$ cat src/rtl/ivec_dispatch.sv
`timescale 1ns/1ps
module ivec_dispatch #(
  parameter int NVEC      = 64,
  parameter int NLEG      = 16,
  parameter int DW        = 64,
  parameter int TW        = 9,
  parameter int TRAP_TYPE = 'h60,
  parameter int MARK      = 'h1f
) (
  input  logic            clk,
  input  logic            rst_n,
  input  logic [NVEC-1:0] vec_in,
  input  logic [NLEG-1:0] legacy_in,
  input  logic            ack,
  output logic            busy,
  output logic [DW-1:0]   data0,
  output logic [DW-1:0]   data1,
  output logic [DW-1:0]   data2,
  output logic            cpu_req,
  output logic [TW-1:0]   trap_idx
);
  localparam int IW = $clog2(NVEC);

  function automatic logic [NVEC-1:0] leg_map(input logic [NLEG-1:0] l);
    logic [NVEC-1:0] m;
    m = '0;
    m['h29] = l[1];
    m['h2b] = l[4];
    m['h27] = l[6];
    m['h22] = l[7];
    m['h2a] = l[12];
    return m;
  endfunction

  logic [NVEC-1:0] lines, lines_q, rise;
  logic [IW-1:0]   pick, held;

  assign lines = vec_in | leg_map(legacy_in);
  assign rise  = lines & ~lines_q;

  always_comb begin
    pick = '0;
    for (int i = NVEC - 1; i >= 0; i--)
      if (rise[i]) pick = IW'(i);
  end

  always_ff @(posedge clk) begin
    if (!rst_n) begin
      lines_q  <= '0;
      busy     <= 1'b0;
      cpu_req  <= 1'b0;
      trap_idx <= '0;
      held     <= '0;
      data0    <= '0;
      data1    <= '0;
      data2    <= '0;
    end else begin
      lines_q <= lines;
      if (busy) begin
        if (ack || !lines[held]) begin
          busy     <= 1'b0;
          cpu_req  <= 1'b0;
          trap_idx <= '0;
        end
      end else if (|rise) begin
        busy     <= 1'b1;
        cpu_req  <= 1'b1;
        trap_idx <= TW'(TRAP_TYPE);
        held     <= pick;
        data0    <= (DW'(MARK) << IW) | DW'(pick);
        data1    <= '0;
        data2    <= '0;
      end
    end
  end

  AST_REQ_TRAP: assert property (@(posedge clk) disable iff (!rst_n)
    cpu_req |-> trap_idx == TW'(TRAP_TYPE));
  AST_CAPTURE_WORDS: assert property (@(posedge clk) disable iff (!rst_n)
    $rose(busy) |-> data0[IW+4:IW] == 5'(MARK) && data1 == '0 && data2 == '0);
  AST_HOLD_DATA: assert property (@(posedge clk) disable iff (!rst_n)
    busy && !ack && lines[held] |=> $stable(data0) && busy);
  AST_ACK_RETIRES: assert property (@(posedge clk) disable iff (!rst_n)
    busy && ack |=> !busy && !cpu_req);
  AST_REQ_FOLLOWS_BUSY: assert property (@(posedge clk) disable iff (!rst_n)
    busy == cpu_req);
endmodule

$ cat config.mk
export PLATFORM = sky130hd
export DESIGN_NAME = ivec_dispatch
export DESIGN_NICKNAME = d
export VERILOG_FILES = /design/src/rtl/ivec_dispatch.sv
export SDC_FILE = /design/constraint.sdc
export NUM_CORES = 1
export LEC_CHECK = 0
export ABC_AREA = 1
export BUFFER_PORTS_ARGS = -buffer_cell sky130_fd_sc_hd__buf_4
export CAP_MARGIN = 5
export CORE_AREA = 2 2 112 114
export DETAILED_ROUTE_END_ITERATION = 8
export DIE_AREA = 0 0 114 116
export PLACE_DENSITY = 0.81
export SYNTH_ARGS = -nofsm -noshare
export SYNTH_HDL_FRONTEND = slang
export SYNTH_SLANG_ARGS = --single-unit
$ cat constraint.sdc
create_clock -name clk -period 6.73 [get_ports clk]
set_input_delay 1.0095 -clock clk [delete_from_list [all_inputs] [get_ports clk]]
set_output_delay 1.0095 -clock clk [all_outputs]
set_load 0.02 [all_outputs]
Word level (Yosys, flattened, before mapping) --
Cells that the tools add are included.
Operators by class: reduce and logical (&&, ||, !) cells 6, $lt $le $gt $ge 1, multiplexer cells 75, equality and inequality tests 1, bitwise logic cells 4
Operators by type and width (count):
- $mux 6 | 64
- $and 64x64->64 | 1
- $not 64->64 | 1
- $or 64x44->64 | 1
- $reduce_or 64->1 | 1
- $mux 9 | 3
- $lt 6x7->1 const B | 1
- $mux 1 | 7
- $bmux 1 s6 | 1
- $reduce_and 2->1 | 2
- $ne 2x1->1 const B | 1
- $reduce_bool 2->1 | 1
- $logic_not 1->1 | 1
- $logic_or 1x1->1 | 1
- $not 1->1 | 1
Storage, ports and cells: input bits 83, flip-flop bits (word level) 88

Longest topological paths before layout --
Gate-level depths: netlist (run 1).
depth in word-level cells 66, depth in mapped cells 66, mapped depth without buffers 66

Worst setup path before layout (run 1) --
No wires, ideal clock.
kind input-to-reg, start input vec_in[60], end register held[0], path slack 2.730 ns, stages 64, library setup time 0.114 ns, arrival time 3.887 ns, path buffers 0, cells stage by stage inv_1 > or2_4 > nand2_1 > nand2_1 > nand2_1 > nand2_1 > nand2_1 > nand2_1 > nand2_1 > nand2_1 > nand2_1 > nand2_1 > nand2_1 > nand2_1 > nand2_1 > nand2_1 > nand2_1 > nand2_1 > [... 28 more ...] > nand2_1 > nand2_1 > nand2_1 > nand2_1 > nand2_1 > nand2_1 > nand2_1 > nand2_1 > nand2_1 > nand2_1 > nand2_1 > nand2_1 > nand2_1 > nand2_1 > nand2_1 > nand2_1 > nand2_1 > a21oi_2
Between the ends: word-level cells in the longest chain between the ends 63
RTL lines:
- start, declared | RTL line 12 | input logic [NVEC-1:0] vec_in,
- $or 64x44->64 * | RTL line 38 | assign lines = vec_in | leg_map(legacy_in);
- $and 64x64->64 * | RTL line 39 | assign rise = lines & ~lines_q;
- $mux 6 (61 in a row) | RTL line 44 | if (rise[i]) pick = IW'(i);
- end signal, assigned | RTL line 69 | held <= pick;
- end, declared | RTL line 36 | logic [IW-1:0] pick, held;
Mark *: on every way between the ends. The rest lies on a longest branch, timed or not. A chain may end at the register's enable or synchronous reset.

Final worst setup path (run 1) --
Same ends and word-level chain as after synthesis.

==> results of run 1 <==
area by class of cell:
type,instances,area share
inverter,139,0.101
timing repair buffer,87,0.112
clock buffer,13,0.0429
tap,147,0.0315
clock inverter,3,0.00687
sequential,73,0.251
multi-input combinational,607,0.455
worst max-delay path: cells and delay by family:
family / cells / cell delay, ps
simple gates: 62 / 3230
compound gates: 1 / 50
buf+inv: 2 / 130
placed cells by master (no fill, tap or decap), types with 14 or more instances in the layout:
master | netlist | layout
a21oi_1 | 37 | 37
buf_4 | 194 | 87
conb_1 | 1 | 188
dfxtp_1 | 73 | 73
inv_1 | 124 | 124
nand2_1 | 193 | 193
nand3_1 | 14 | 14
nor2_1 | 72 | 72
o21ai_0 | 31 | 31
or2_2 | 15 | 15
cells by family after synthesis:
kind of cell / share of synthesized area
buf+inv: 0.384
simple gates: 0.259
compound gates: 0.0924
flops: 0.264
other cells: 0.000677
stage by stage:
step	instance area [um2]	worst slack, ps
3_5_place_dp	5540	2120
5_1_grt	5830	1870
3_3_place_gp	5540	2140
6_report	5830	2510
2_1_floorplan	6240	2730
4_1_cts	5830	2460
state kept, by name (all words and copies together), names as in the netlist:
signal	flops
data0	2
held	5
busy	1
lines_q	64
trap_idx	1
routing by layer:
metal  GRT usage  vias to the layer above  wire (um)
li1            -                     2288          -
met1       0.197                     1903       4460
met2       0.286                      179       5590
met3      0.0345                       14        883
met4      0.0626                        0        144
met5           0                        -          0
power by group through the flow:
stage          sequential [mW]  combinational, mW  clock, mW
2_1_floorplan            0.480              0.326          0
3_3_place_gp             0.480              0.319          0
3_5_place_dp             0.481              0.322          0
4_1_cts                  0.472              0.324      0.478
5_1_grt                  0.475              0.364      0.501
6_report                 0.472              0.325      0.470
worst paths after layout:
kind,start,end,slack (ps),cells after the start
hold / removal,held[4]$_SDFFE_PN0P_,held[4]$_SDFFE_PN0P_,510,2
setup / recovery,vec_in[60],held[0]$_SDFFE_PN0P_,2510,65
hold reg to reg,held[4]$_SDFFE_PN0P_,held[4]$_SDFFE_PN0P_,510,2
setup reg to reg,lines_q[60]$_SDFF_PN0_,held[0]$_SDFFE_PN0P_,3000,63
cells in the mapped netlist (all sizes together):
| library cell | n | area (um2) |
|---|---|---|
| a211oi | 2 | 15.0 |
| inv | 134 | 503 |
| o211ai | 6 | 45.0 |
| o221ai | 1 | 8.76 |
| nand3 | 14 | 70.1 |
| o21ai | 36 | 180 |
| a21oi | 38 | 194 |
| clkbuf | 15 | 56.3 |
| conb | 1 | 3.75 |
| nand2 | 204 | 843 |
| bufinv | 5 | 87.6 |
| nor2 | 76 | 300 |
| a22oi | 2 | 15.0 |
| nor4 | 1 | 6.26 |
| nor3 | 3 | 15.0 |
| buf | 197 | 1480 |
| o21bai | 1 | 7.51 |
| dfxtp | 73 | 1460 |
| o31ai | 2 | 15.0 |
| or2 | 28 | 200 |
| a31oi | 5 | 31.3 |
==> results, run 1 <==
- The sequential cells in the finished layout cover a total of 1460 um2.
- In the final layout, the share of cells above drive strength 1 is 0.169.
- In the final layout, the multi-input gates occupy roughly 2700 um2.
- The synthesized netlist occupies a cell area of about 5500 um2.
- The slowest cell on the critical path is or2_4.
- The via count of the first global-routing pass was about 3800.
- After floorplanning, the core was divided into 40 placement rows.
- In this run the tool buffered the top-level ports with 86 buffer cells.
- The post-layout utilization of the core is 0.490.
- The number of antenna violations at the first check in global routing is 0.
- The total via count in the routed design is about 4400.
- The first global-routing pass estimated between 15 and 20 mm of wire.
- After synthesis, the netlist uses 33 different library cells.
- The layout has approximately 1200 filler cells.
- Along the worst path, the maximum fanout reaches 3.
- The pre-antenna-repair detailed-routing pass consisted of 4 iterations.
- The share of power burned in registers is 0.372.
- Synthesis inferred 73 register bits.
- The post-synthesis to final-layout area growth is 5.36%.
- Once layout is complete, the cells apart from fillers number 1069.
- At the worst endpoint, the required time is around 7000 ps.
- The count of warnings emitted by yosys is 0.
- The max-slew headroom at the worst pin is 0.490.
- Counting every instance in the synthesized netlist gives around 840.
- The power per unit of standard cell area is 217 nW/um2.
- The number of CTS-inserted buffers is 9.
- The count of hold-fix buffers inserted at cts is 0.
- In this run, post-CTS repair resized a total of 0 instances.
- For the pin with the worst max-slew slack, the measured transition is approximately 760 ps.
- The post-route minimum period is between 4000 and 5000 ps.
- The cell count after placement is between 1000 and 1500.
- Final hold analysis gives a worst-case slack of between 500 and 600 ps.
- The number of buffers on the longest clock path is 2.
- The element type at the critical path end is a flip-flop.
- Clock tree synthesis selected as its root buffer the cell clkbuf_16.
- The combinational fraction of design power is 0.256.
- At the worst endpoint, the arrival time is 4420 ps.
- The vias per cell is 4.10.
- Cell internal power was estimated by the tool at between 800 and 900 uW.
- The overall power after layout is ~1.3 mW.
- The antenna cell count is 0.
- The net total in the final layout is 1000.
- Entering global routing, the biggest net connects 63 pins.
- The die outline width is 114 um.
- The type of the most critical hold path is reg2reg.
- The average instance area after synthesis is ~6.6 um2.
- Setup violations remaining at the end of the flow were counted as 0.
- Timing would allow up to 237 MHz.
- The initial utilization of the core area, before any placement, comes to 0.465.
- In the global route stage, overall resource usage came out at 0.163.
- The final estimated routing congestion in global placement is between 0.8 and 0.9.
- Summed over all nets, the switching power comes to 410 uW.
- The top-level I/O count is approximately 290.
- The critical path launch point type is an input pin.
- Setup repair after global routing left no endpoint under its margin.
- Of the total power, the share spent switching nets is 0.324.
- The clock network latency to the later pin of the worst-skew pair is 330 ps.
- In this design, the stage delay of the slowest critical-path cell is 230 ps.
- The final hold violation count came to 0.
- The post-route fraction of the period consumed by the critical path is 0.627.
- The final sum of negative setup slack is 0 ps.
- The total of max-cap violations is 0.
- The clock skew is 4.65 ps.
- Measured along the y axis, the die boundary spans about 120 um.
- The global route total overflow is 0.
- In this run the post-CTS setup repair buffer count came out at 0.
- The max-slew violation count was 0.
- TritonCTS built the clock tree.
- In the final routed layout, each cell accounts on average for roughly 10 um.
- In this run the number of H-tree levels came out at 3.
- Of the synthesized area, sequential elements account for 0.264.
- IR analysis of the VDD net gives a maximum drop of approximately 0.12 mV.
- The overall die area is between 10000 and 15000 um2.
- The critical path is of the in2reg type.
- The core outline area is ~12000 um2.
- The count of clock tree sinks is 73.
- The share of total power dissipated in the clock network is 0.371.
- The wire-length estimate of the detail-placed layout is roughly 8.5 mm.
- Clock-pin slew was measured on the worst setup and hold paths at 50 ps.
- The total length of routed wires is about 11 mm.
- The count of nets left with antenna violations once routing finished came out at 0.
- The run finished with clean final reports.
- Among the stages of the critical path, the cell type that occurs most often is nand2_1.
- In the routed design, unresolved DRC markers number 0.
- The iteration-0 DRC count of the detailed router is between 150 and 200.
- The analysis attributes to cell leakage a power of around 3.6 nW.
(Power assumes the default switching activity.)
==> run 2: changes to the inputs <==
--- a/config.mk
+++ b/config.mk
@@ -8,10 +8,10 @@
 export ABC_AREA = 1
 export BUFFER_PORTS_ARGS = -buffer_cell sky130_fd_sc_hd__buf_4
 export CAP_MARGIN = 5
-export CORE_AREA = 2 2 112 114
+export CORE_MARGIN = 2
+export CORE_UTILIZATION = 47
 export DETAILED_ROUTE_END_ITERATION = 8
-export DIE_AREA = 0 0 114 116
-export PLACE_DENSITY = 0.81
+export PLACE_DENSITY = 0.83
 export SYNTH_ARGS = -nofsm -noshare
 export SYNTH_HDL_FRONTEND = slang
 export SYNTH_SLANG_ARGS = --single-unit
==> constraint.sdc (replaced) <==
create_clock -name clk -period 4.2 [get_ports clk]
set_input_delay 0.63 -clock clk [delete_from_list [all_inputs] [get_ports clk]]
set_output_delay 0.63 -clock clk [all_outputs]
set_load 0.02 [all_outputs]
==> run 2 against run 1 <==
  * Utilization is 2.3 points higher
  * Setup slack worse by 2100 ps
  * Critical endpoint unchanged
  * Register-to-register slack worse by 2500 ps
  * Non-clock buffer count is 1 higher
  * Clock power is 79% higher
  * Highest routed layer unchanged
  * Worst hold slack worse by 32 ps
==> results, run 2 (synthesized netlist as in run 1, its figures left out) <==
- The floorplan step defined a die boundary enclosing between 10000 and 15000 um2.
- The die height is 113 um.
- The number of buffer cells added on primary ports is 86.
- Clock-pin slew was measured on the worst setup and hold paths at around 60 ps.
- The total half-perimeter wirelength after legalization and detailed placement is 8.55 mm.
- The total overflow left after global routing is 0.
- Clock tree synthesis inserted a total of 9 buffers.
- The cell that appears most often on the critical path is nand2_1.
- The max-slew violation count is 0.
- Across the run, the number of max-cap violations was 0.
- The total length of routed wires is 11.1 mm.
- TritonCTS built the clock tree.
- Before CTS, the worst setup slack after placement is a little over 30 ps.
- The flow ran to the end, and the final reports show no timing, DRC or antenna violations.
- Tracing the worst setup path back leads to its startpoint at vec_in[60].
- For this configuration, the core starts out at a cell density of 0.483.
- The library cell used most frequently in the layout, excluding fill and tap cells, is nand2_1.
- The first-pass detailed-route iteration total is 5.
- The cell count after placement is ~1100.
- The worst-case hold slack is between 400 and 500 ps.
- The pin count of the biggest net entering global routing is 63.
- The flip-flop count of the largest register after layout is 64.
- The slowest cell on the critical path is or2_4.
- The clock net in this run drives a total of 73 sinks.
- Routability-driven placement finished with a final weighted congestion of between 0.8 and 0.9.
- At the pin with the least slew margin, the transition time is around 680 ps.
- Dividing the detail-routed wire length by the instance count gives 10.4 um.
- The clock skew is about 7.2 ps.
- Counting instances, the worst hold path has a depth of 3.
- The reported leakage power is approximately 3.6 nW.
- The worst setup path is captured at a flip-flop.
- The worst setup path is of the in2reg kind.
- Clock latency on the worst-skew pair, taken at its later pin, is 330 ps.
- Based on the critical path, the design can be clocked at up to 264 MHz.
- The slack of the worst reg-to-reg path is around 500 ps.
- In this run the tightest slew margin relative to its limit is 0.544.
- The post-route fraction of the period consumed by the critical path is 0.902.
- The critical path launch point type is an input pin.
- The core outline area is roughly 11000 um2.
- In the global route stage, overall resource usage came out at 0.167.
- For hold timing, the worst endpoint is lines_q[60]$_SDFF_PN0_.
- In the final layout, the registers with the most flip-flops are lines_q: 64 flops, held: 5 flops, data0: 2 flops.
- Once detail routing completed, the nets flagged for antenna violations numbered 0.
- Leaving out fill and tap cells, the most frequent cells in the layout are 192 x nand2_1, 188 x conb_1, 123 x inv_1, 87 x buf_4, 73 x dfxtp_1.
- The buffer cell driving the clock tree root is clkbuf_16.
- The H-tree depth reported by CTS is 3.
- The clock passes through at most 2 buffers.
- Compared with the post-synthesis result, the final layout area differs by 6.24%.
- In this run the critical register-to-register path is launched from lines_q[60]$_SDFF_PN0_.
- The number of antenna violations at the first check in global routing is 0.
- Grouping stages by cell kind, the critical path spends the most delay in simple AND/OR/NAND/NOR gates.
- The maximum fanout count along the critical path is 3.
- For this run, the share of the core covered by cells in the final layout is 0.513.
- For this run, the number of standard cells in the final layout without fillers is 1066.
- In this run the critical register-to-register path is captured at held[0]$_SDFFE_PN0P_.
- The post-route minimum period is approximately 3800 ps.
- The endpoint required time on the critical path is 4410 ps.
- The cell count along the critical path is 65.
- The net total in the final layout is roughly 1000.
- The fraction of final layout cells sized beyond drive strength 1 is 0.176.
- The final sum of negative setup slack is 0 ps.
- For this block, the via count after detailed routing is approximately 4400.
- The largest register by flop count is lines_q.
- The vias per cell is about 4.2.
- After layout, the worst setup slack is a little over 400 ps.
- The first-pass GRT wire length is around 17 mm.
- The via count of the first global-routing pass is roughly 3800.
- The antenna cell count is 0.
- IR analysis of the VDD net gives a maximum drop of roughly 0.17 mV.
- Setup repair after global routing could not meet its margin everywhere.
- The number of rows in the core area is 39.
- The critical path contains buffers and inverters numbering 2 combined.
- The number of setup buffers added after CTS is 0.
- After the first detailed-routing iteration, the DRC count stood at 173.
- The cell count of the worst reg-to-reg path is 63.
- The top-level I/O count is 286.
- The number of setup violations in the final report is 0.
- Data arrives at the worst endpoint at between 3000 and 4000 ps.
- After detailed routing, the number of remaining DRC violations is 0.
- The power per unit of standard cell area is approximately 360 nW/um2.
- The final hold violation count is 0.
- On the worst path, the slowest cell contributes a delay of between 200 and 250 ps.
- The type of the most critical hold path is in2reg.
- The floorplan step set the die width to approximately 110 um.
- The start point of the worst hold path is vec_in[60].
## run 2: final cells by class
type / instances / area [um2]
clock buffers: 11 / 253
clock inverters: 5 / 77.6
fillers: 1185 / 5590
inverters: 139 / 591
multi-input cells: 607 / 2660
flip-flops and latches: 73 / 1460
well taps: 143 / 179
repair buffers: 88 / 664
## run 2: stage by stage
| stage | instance area (um2) | power, mW |
|---|---|---|
| finish | 5880 | 2.12 |
| global route | 5880 | 2.23 |
| global placement | 5540 | 1.28 |
| CTS | 5870 | 2.13 |
| floorplan | 6240 | 1.29 |
| detailed placement | 5540 | 1.29 |
## run 2: worst max-delay path by stage
stage / slack, ps / to
CTS: 360 / held[0]$_SDFFE_PN0P_
floorplan: 580 / held[0]$_SDFFE_PN0P_
detailed placement: 30 / held[0]$_SDFFE_PN0P_
global route: -250 / held[0]$_SDFFE_PN0P_
finish: 410 / held[0]$_SDFFE_PN0P_
global placement: 40 / held[0]$_SDFFE_PN0P_
## run 2: metal layers
metal / GRT usage / wire length [um] / part of all wire
met1: 0.207 / 4580 / 0.41
met2: 0.296 / 5610 / 0.51
met3: 0.0259 / 742 / 0.067
met4: 0.0569 / 145 / 0.013
met5: 0 / 0 / 0
## run 2: what timing repair did
item | in CTS | in global routing
endpoints found under the hold margin | 0 | 0
gates resized for setup | 0 | 3
hold buffers | 0 | 0
endpoints found under the setup margin | 0 | 1
## run 2: power by group
group	internal [mW]	switching, mW
combinational	0.166	0.358
clock	0.550	0.289
sequential	0.733	0.0212
total	1.45	0.669
## run 2: worst reg2reg max path, delay by kind of cell, from the launching register on
family	cells	cell delay, ps
DFF	1	290
and+or+nand+nor	62	3280
AOI/OAI and AO/OA	1	50
